File: src/rtl/wdt_pkg.sv
package wdt_pkg;
  localparam int unsigned TMO_W   = 5;
  localparam int unsigned FS_W    = 5;
  localparam int unsigned UNITS_W = TMO_W + 1;
  localparam logic [TMO_W-1:0] TMO_RST = '1;

  typedef enum logic [1:0] {
    A_CTRL  = 2'd0,
    A_STAT  = 2'd1,
    A_SEL   = 2'd2,
    A_STRAP = 2'd3
  } reg_addr_e;

  typedef struct packed {
    logic             rsvd;
    logic             ovr;
    logic [TMO_W-1:0] tmo;
    logic             psel;
  } ctrl_t;

  function automatic logic [UNITS_W-1:0] units_of(input logic [TMO_W-1:0] f);
    units_of = (f == '0) ? UNITS_W'(1 << TMO_W) : UNITS_W'(f);
  endfunction
endpackage

File: src/rtl/wdt_prescaler.sv
module wdt_prescaler #(
  parameter int unsigned TICKS_SHORT = 3,
  parameter int unsigned TICKS_LONG  = 50,
  localparam int unsigned TMAX = (TICKS_LONG > TICKS_SHORT) ? TICKS_LONG : TICKS_SHORT,
  localparam int unsigned PW   = (TMAX > 2) ? $clog2(TMAX) : 1
) (
  input  logic          clk,
  input  logic          rst_n,
  input  logic          tick,
  input  logic          restart,
  input  logic          long_sel,
  output logic          unit_done,
  output logic [PW-1:0] cnt_o
);
  logic [PW-1:0] cnt_q, cnt_d, lim_m1;

  always_comb begin
    lim_m1    = long_sel ? PW'(TICKS_LONG - 1) : PW'(TICKS_SHORT - 1);
    cnt_d     = cnt_q;
    unit_done = 1'b0;
    if (restart) begin
      cnt_d = '0;
    end else if (tick) begin
      if (cnt_q >= lim_m1) begin
        cnt_d     = '0;
        unit_done = 1'b1;
      end else begin
        cnt_d = cnt_q + 1'b1;
      end
    end
  end

  always_ff @(posedge clk or negedge rst_n) begin
    if (!rst_n) cnt_q <= '0;
    else        cnt_q <= cnt_d;
  end

  assign cnt_o = cnt_q;
endmodule

File: src/rtl/wdt_countdown.sv
module wdt_countdown
  import wdt_pkg::*;
(
  input  logic               clk,
  input  logic               rst_n,
  input  logic               load,
  input  logic [TMO_W-1:0]   load_val,
  input  logic               unit_done,
  output logic [UNITS_W-1:0] units_o,
  output logic               expire_o
);
  logic [UNITS_W-1:0] units_q, units_d;
  logic               dec_en;

  always_comb begin
    dec_en   = unit_done && (units_q != '0);
    units_d  = units_q;
    expire_o = 1'b0;
    if (load) begin
      units_d = units_of(load_val);
    end else if (dec_en) begin
      units_d  = units_q - 1'b1;
      expire_o = (units_q == UNITS_W'(1));
    end
  end

  always_ff @(posedge clk or negedge rst_n) begin
    if (!rst_n) units_q <= units_of(TMO_RST);
    else        units_q <= units_d;
  end

  assign units_o = units_q;
endmodule

File: src/rtl/wdt_regfile.sv
module wdt_regfile
  import wdt_pkg::*;
(
  input  logic            clk,
  input  logic            rst_n,
  input  logic [1:0]      reg_addr,
  input  logic            reg_wr,
  input  logic [7:0]      reg_wdata,
  output logic [7:0]      reg_rdata,
  input  logic [FS_W-1:0] strap_fs,
  input  logic            expire,
  output ctrl_t           ctrl_o,
  output logic            ctrl_wr_o,
  output logic            flag_o,
  output logic [FS_W-1:0] strap_lat_o,
  output logic            strap_done_o,
  output logic [FS_W-1:0] freq_code
);
  ctrl_t           ctrl_q, ctrl_d;
  logic [FS_W-1:0] sel_q, sel_d;
  logic [FS_W-1:0] lat_q, lat_d;
  logic            flag_q, flag_d;
  logic            done_q, done_d;
  logic            wr_ctrl, wr_stat, wr_sel;

  assign wr_ctrl = reg_wr && (reg_addr == A_CTRL);
  assign wr_stat = reg_wr && (reg_addr == A_STAT);
  assign wr_sel  = reg_wr && (reg_addr == A_SEL);

  always_comb begin
    ctrl_d = ctrl_q;
    if (wr_ctrl) begin
      ctrl_d      = ctrl_t'(reg_wdata);
      ctrl_d.rsvd = 1'b0;
    end
    sel_d  = wr_sel ? reg_wdata[FS_W-1:0] : sel_q;
    done_d = 1'b1;
    lat_d  = done_q ? lat_q : strap_fs;
    flag_d = flag_q;
    if (expire)                     flag_d = 1'b1;
    else if (wr_stat && reg_wdata[0]) flag_d = 1'b0;
  end

  always_ff @(posedge clk or negedge rst_n) begin
    if (!rst_n) begin
      ctrl_q <= '{rsvd: 1'b0, ovr: 1'b0, tmo: TMO_RST, psel: 1'b0};
      sel_q  <= '0;
      lat_q  <= '0;
      flag_q <= 1'b0;
      done_q <= 1'b0;
    end else begin
      ctrl_q <= ctrl_d;
      sel_q  <= sel_d;
      lat_q  <= lat_d;
      flag_q <= flag_d;
      done_q <= done_d;
    end
  end

  always_comb begin
    unique case (reg_addr)
      A_CTRL:  reg_rdata = ctrl_q;
      A_STAT:  reg_rdata = {7'd0, flag_q};
      A_SEL:   reg_rdata = {{(8-FS_W){1'b0}}, sel_q};
      default: reg_rdata = {{(8-FS_W){1'b0}}, lat_q};
    endcase
  end

  assign ctrl_o       = ctrl_q;
  assign ctrl_wr_o    = wr_ctrl;
  assign flag_o       = flag_q;
  assign strap_lat_o  = lat_q;
  assign strap_done_o = done_q;
  assign freq_code    = ctrl_q.ovr ? sel_q : lat_q;
endmodule

File: src/rtl/wdt_fsel_top.sv
module wdt_fsel_top
  import wdt_pkg::*;
#(
  parameter int unsigned TICKS_SHORT = 3,
  parameter int unsigned TICKS_LONG  = 50,
  localparam int unsigned TMAX = (TICKS_LONG > TICKS_SHORT) ? TICKS_LONG : TICKS_SHORT,
  localparam int unsigned PW   = (TMAX > 2) ? $clog2(TMAX) : 1
) (
  input  logic       clk,
  input  logic       rst_n,
  input  logic       base_tick,
  input  logic [1:0] reg_addr,
  input  logic       reg_wr,
  input  logic [7:0] reg_wdata,
  output logic [7:0] reg_rdata,
  input  logic [4:0] strap_fs,
  output logic [4:0] freq_code,
  output logic       wd_expired
);
  ctrl_t              ctrl;
  logic               ctrl_wr, unit_done, expire;
  logic [PW-1:0]      presc_cnt;
  logic [UNITS_W-1:0] units_q;
  logic [FS_W-1:0]    strap_lat;
  logic               strap_done;

  wdt_regfile u_regs (
    .clk(clk), .rst_n(rst_n), .reg_addr(reg_addr), .reg_wr(reg_wr),
    .reg_wdata(reg_wdata), .reg_rdata(reg_rdata), .strap_fs(strap_fs),
    .expire(expire), .ctrl_o(ctrl), .ctrl_wr_o(ctrl_wr), .flag_o(wd_expired),
    .strap_lat_o(strap_lat), .strap_done_o(strap_done), .freq_code(freq_code)
  );

  wdt_prescaler #(.TICKS_SHORT(TICKS_SHORT), .TICKS_LONG(TICKS_LONG)) u_presc (
    .clk(clk), .rst_n(rst_n), .tick(base_tick), .restart(ctrl_wr),
    .long_sel(ctrl.psel), .unit_done(unit_done), .cnt_o(presc_cnt)
  );

  wdt_countdown u_cnt (
    .clk(clk), .rst_n(rst_n), .load(ctrl_wr), .load_val(reg_wdata[5:1]),
    .unit_done(unit_done), .units_o(units_q), .expire_o(expire)
  );
endmodule

File: config.mk
export PLATFORM = sky130hd
export DESIGN_NAME = wdt_fsel_top
export DESIGN_NICKNAME = d
export VERILOG_FILES = /design/src/rtl/wdt_pkg.sv /design/src/rtl/wdt_prescaler.sv /design/src/rtl/wdt_countdown.sv /design/src/rtl/wdt_regfile.sv /design/src/rtl/wdt_fsel_top.sv
export SDC_FILE = /design/constraint.sdc
export NUM_CORES = 1
export LEC_CHECK = 0
export BUFFER_PORTS_ARGS = -buffer_cell sky130_fd_sc_hd__buf_2
export CORE_MARGIN = 2
export CORE_UTILIZATION = 59
export CTS_CLUSTER_DIAMETER = 200
export CTS_CLUSTER_SIZE = 16
export DETAILED_ROUTE_END_ITERATION = 10
export PLACE_DENSITY = 0.84
export SLEW_MARGIN = 20
export SYNTH_ARGS = -nofsm -noshare
export SYNTH_HDL_FRONTEND = slang
export SYNTH_SLANG_ARGS = --single-unit
File: constraint.sdc
create_clock -name clk -period 4.7 [get_ports clk]
set_input_delay 0.94 -clock clk [delete_from_list [all_inputs] [get_ports clk]]
set_output_delay 0.94 -clock clk [all_outputs]
set_load 0.01 [all_outputs]
Word level (Yosys, flattened, before mapping)
Cells that the tools add are included.
Word-level totals
  RAM bits: 0
  memories kept: 0
  input port bits: 19
  latch bits: 0
  output and inout bits: 14
  flip-flop bits (word level): 31
  memory bits (read-only): 0
  logic and storage cells: 42
Cells by class
  shift-type cells: 0
  reduce and logical (&&, ||, !) cells: 11
  mux-type cells: 16
  multipliers: 0
  eq/ne operators: 3
  divide/modulo/power cells: 0
  add/subtract/negate cells: 2
  order comparisons: 1
  bitwise logic cells: 0
Operator list (count)
  2-to-1 mux 6 bit: 7
  case mux 7 bit (3 select lines): 1
  2-to-1 mux 1 bit: 7
  adder 6 x 1 -> 6 bit (second input constant): 1
  == test 6 x 1 -> 1 bit (second input constant): 1
  greater-or-equal comparator 6 bit: 1
  nonzero test 2 bit: 3
  nonzero test 6 bit: 1
  subtractor 6 x 1 -> 6 bit (second input constant): 1
  logical AND 1 bit: 5
  zero test 5 bit: 1
  2-to-1 mux 5 bit: 1
  == test 2 x 1 -> 1 bit (second input constant): 1
  == test 2 bit (second input constant): 1
  zero test 2 bit: 1

Logic depth before layout (Yosys ltp)
  depth in word-level cells: 9
  mapped depth: 8
  depth with buffers taken out: 8

Hierarchy
Synthesis repeated with hierarchy kept, for this count alone.
Second synthesis, totals
  cells, all modules: 155
  area total of the unflattened synthesis: 1800.5 um^2
By module, submodules not included
  wdt_regfile: cells an instance 64, instances 1, area each 939.7 um^2, seq. area each 481.7 um^2
  wdt_prescaler: cells an instance 49, instances 1, area each 439.2 um^2, seq. area each 150.1 um^2
  wdt_countdown: cells an instance 42, instances 1, area each 421.7 um^2, seq. area each 156.4 um^2

Worst setup path after synthesis
Ideal clock, no wire load.
  path kind: input -> output
  from: input port reg_addr[0]
  to: output port reg_rdata[0]
  required time: 3.760 ns
  arrival: 1.764 ns
  path buffers: 1
  cell stages on the path: 2
  slack: 1.996 ns
  path through: clkbuf_1 > mux4_2
On the way
  cells in the longest elaborated chain, start to end: 2
  elaborated cells between the ends (all ways): 4
  those cells by class: 2 x eq/ne; 1 x mux; 1 x reduce/logical
Ends and longest elaborated chain
  start: declaration: RTL line wdt_fsel_top.sv:12  | input logic [1:0] reg_addr,
  == test 2 bit (tied with other cells): RTL line wdt_regfile.sv:61  | unique case (reg_addr)
  case mux 7 bit (3 select lines) (*): RTL line wdt_regfile.sv:61
  end: declaration: RTL line wdt_fsel_top.sv:15  | output logic [7:0] reg_rdata,
Mark *: on every way between the ends. The rest lies on a longest branch, timed or not.

Worst setup path in the final report
Ends and elaborated chain as after synthesis.

==> metrics.md <==
| Metric | Value |
|---|---|
| Warnings from Yosys | 0 |
| P&R area growth vs syn | 13.5% |
| Crit path max fanout | 13 |
| Total I/O pin count | 33 |
| Final Hold Vio Count | 0 |
| Die span in x | 57.9 microns |
| Mapped Nets | 191 |
| Status | completed |
| CTS hold repair buffers | 0 |
| Seq cells post-synth | 31 |
| DR WL/cell | 15.2 microns |
| Total Negative Setup Slacks | 0 ns |
| Logic pwr share | 0.317 |
| Initial antenna violation count | 0 |
| Synth area leaders | dfrtp_1 (31%), dfstp_2 (15%), mux2_2 (9.8%) |
| CP required | 3.76 ns |
| IR drop worst, VDD | 0.393 mV |
| Nets | 222 |
| Share of layout cells above drive strength 1 | 0.352 |
| Synth Cell Area | 1720 sq um |
| Post-route clock skew | 0.00609 ns |
| Remaining global-route overflow | 0 |
| Seq/Total Area, Yosys | 0.460 |
| CTS tree | built |
| R2r setup slk | 2.55 ns |
| Slew @ Worst Pin | 0.841 ns |
| Starting density of the core | 0.622 |
| Synth top cells by count | nand2_1 (23), dfrtp_1 (21), mux2_2 (15) |
| Antenna diodes | 0 |
| Worst setup margin | 1.92 ns |
| Gpl congestion | 0.803 |
| DRC errors left | 0 |
| Max Root-Sink Buffers | 2 |
| Count of flip-flops with a built-in enable after synthesis | 0 |
| Total routed wirelength | 3.46 mm |
| Part of the power in registers | 0.475 |
| Sw Pwr | 0.289 mW |
| R2R depth | 7 |
| First-pass GRT wire length | 5.67 mm |
| Reg clk slew, reported paths | 0.10 ns |
| Reg2reg start | u_presc.cnt_o[0] |
| Number of buffers created by CTS | 5 |
| DR iter-0 viols | 31 |
| Pleak | 0.915 nW |
| Dominant cell by count in the synthesized netlist | nand2_1 |
| CP endpoint | reg_rdata[0] |
| Chip Height | 57.9 microns |
| Final Critical Period | 2.78 ns |
| Sw Share | 0.336 |
| IO buf count | 30 |
| Avg Inst Size Synth | 10.5 sq um |
| CP Capture Type | output port |
| Max Cap Viol | 0 |
| Asr flop ratio synth | 1.00 |
| RSZ-0062 raised after global routing | no |
| Post-DR vias/cell | 5.86 |
| Drt first pass iters | 4 |
| Pin count of the biggest net entering global routing | 32 |
| Worst r2r dst | u_regs.flag_o |
| Main synth FF type | dfrtp_1 |
| Clock share of power | 0.208 |
| Worst slew margin | 0.437 |
| Post-CTS setup buffer count | 0 |
| ANT nets after route | 0 |
| CP startpoint | reg_addr[0] |
| Worst-Skew Late Latency | 0.33 ns |
| PostCTS Resize Cnt | 0 |
| Critical path arrival | 1.84 ns |
| GR Util All Layers | 0.229 |
| Total power | 0.859 mW |
| Pwr dens | 441 nW/um^2 |
| Cells after Synth | 164 |
| Finished Core Util | 0.706 |
| Crit start category | primary input |
| # rows | 19 |
| Upper clock frequency limit | 360 MHz |
| Crit share post-route | 0.591 |
| Die ar. | 3350 sq um |
| CTS Sinks | 31 |
| Cell internal pwr | 0.571 mW |
| Final Max Slew Viols | 0 |
| H-tree depth | 2 |
| Crit Path Class | in -> out |
| Area of the core | 2760 sq um |
| Synth top area share | 0.306 |
| Area leader, netlist | dfrtp_1 |
| Vias in the first global route | 1290 |
| DP HPWL | 2.58 mm |
| Worst min path class | reg -> reg |
| Yosys cell types | 41 |
| Setup violations, final | 0 |
| Pre-CTS setup slack | 1.93 ns |
| Routed vias | 1331 |
| Root buffer cell | clkbuf_4 |
## layer usage
metal,GRT usage,up-vias,wire [microns]
li1,-,639,-
met1,0.278,635,1430
met2,0.370,49,1750
met3,0.0871,8,229
met4,0.0864,0,49
met5,0,-,0
## worst max-delay path, cell delays in order
cell	delay, ns
buf_2	0.22
mux4_2	0.52
buf_2	0.15
## logic make-up after synthesis
kind of cell,Yosys count,share of synthesized area
other,2,0.00438
adder cells (fa/ha/maj),8,0.0584
AND/OR/NAND/NOR,56,0.171
flip-flops,31,0.460
XOR/XNOR,6,0.0306
multiplexers,20,0.135
buffers and inverters,12,0.0284
AO/OA/AOI/OAI,29,0.113
## worst min path at each step
stage	start	end	slack (ns)	cells after the start
5_1_grt	u_regs.ctrl_o[5]	u_regs.ctrl_o[5]	0.49	2
2_1_floorplan	u_regs.ctrl_o[5]	u_regs.ctrl_o[5]	0.44	2
3_3_place_gp	u_regs.ctrl_o[5]	u_regs.ctrl_o[5]	0.45	2
6_report	u_regs.ctrl_o[2]	u_regs.ctrl_o[2]	0.47	2
4_1_cts	u_regs.ctrl_o[2]	u_regs.ctrl_o[2]	0.47	2
3_5_place_dp	u_regs.ctrl_o[2]	u_regs.ctrl_o[2]	0.45	2
## metrics by stage
stage                     hold WS [ns]  instance area [sq um]  std cells
after floorplan                  0.436                   1720        164
after detailed placement         0.453                   1880        219
final                            0.468                   1950        227
after global routing             0.493                   1950        227
after global placement           0.448                   1880        219
after CTS                        0.470                   1950        227
## registers in the layout (all words and copies together), names as in the netlist
signal and count:
u_regs.sel_q 5, u_regs.strap_done_o 1, u_regs.strap_lat_o 5, u_regs.flag_o 1
u_cnt.units_o 6, u_regs.ctrl_o 7, u_presc.cnt_o 6
## layout make-up
| cell class | count | area [sq um] |
|---|---|---|
| tap | 31 | 38.8 |
| fill | 202 | 811 |
| sequential | 31 | 788 |
| timing repair buffer | 30 | 150 |
| multi-input combinational | 121 | 878 |
| inverter | 6 | 22.5 |
| clock buffer | 8 | 68.8 |
## power by group through the flow
stage,Combinational (mW),Sequential (mW),Clock (mW)
floorplan,0.211,0.393,0
global placement,0.257,0.406,0
detailed placement,0.275,0.412,0
CTS,0.277,0.407,0.183
global route,0.305,0.416,0.196
finish,0.272,0.408,0.179
## layout by cell type, fill, tap and decap left out, types with 2 or more instances in the layout
master,instances
buf_2,30
nand2_1,23
dfrtp_1,21
mux2_2,15
dfstp_2,10
nor2_1,8
o21ai_1,8
ha_1,8
nand3_1,7
o21ai_0,7
inv_1,6
a21oi_1,5
clkbuf_4,5
mux2i_1,4
xor2_1,4
and2_1,3
and3_1,2
nand2b_1,2
xnor2_1,2
nor3_1,2
conb_1,2
clkbuf_8,2
(Power assumes the default switching activity.)
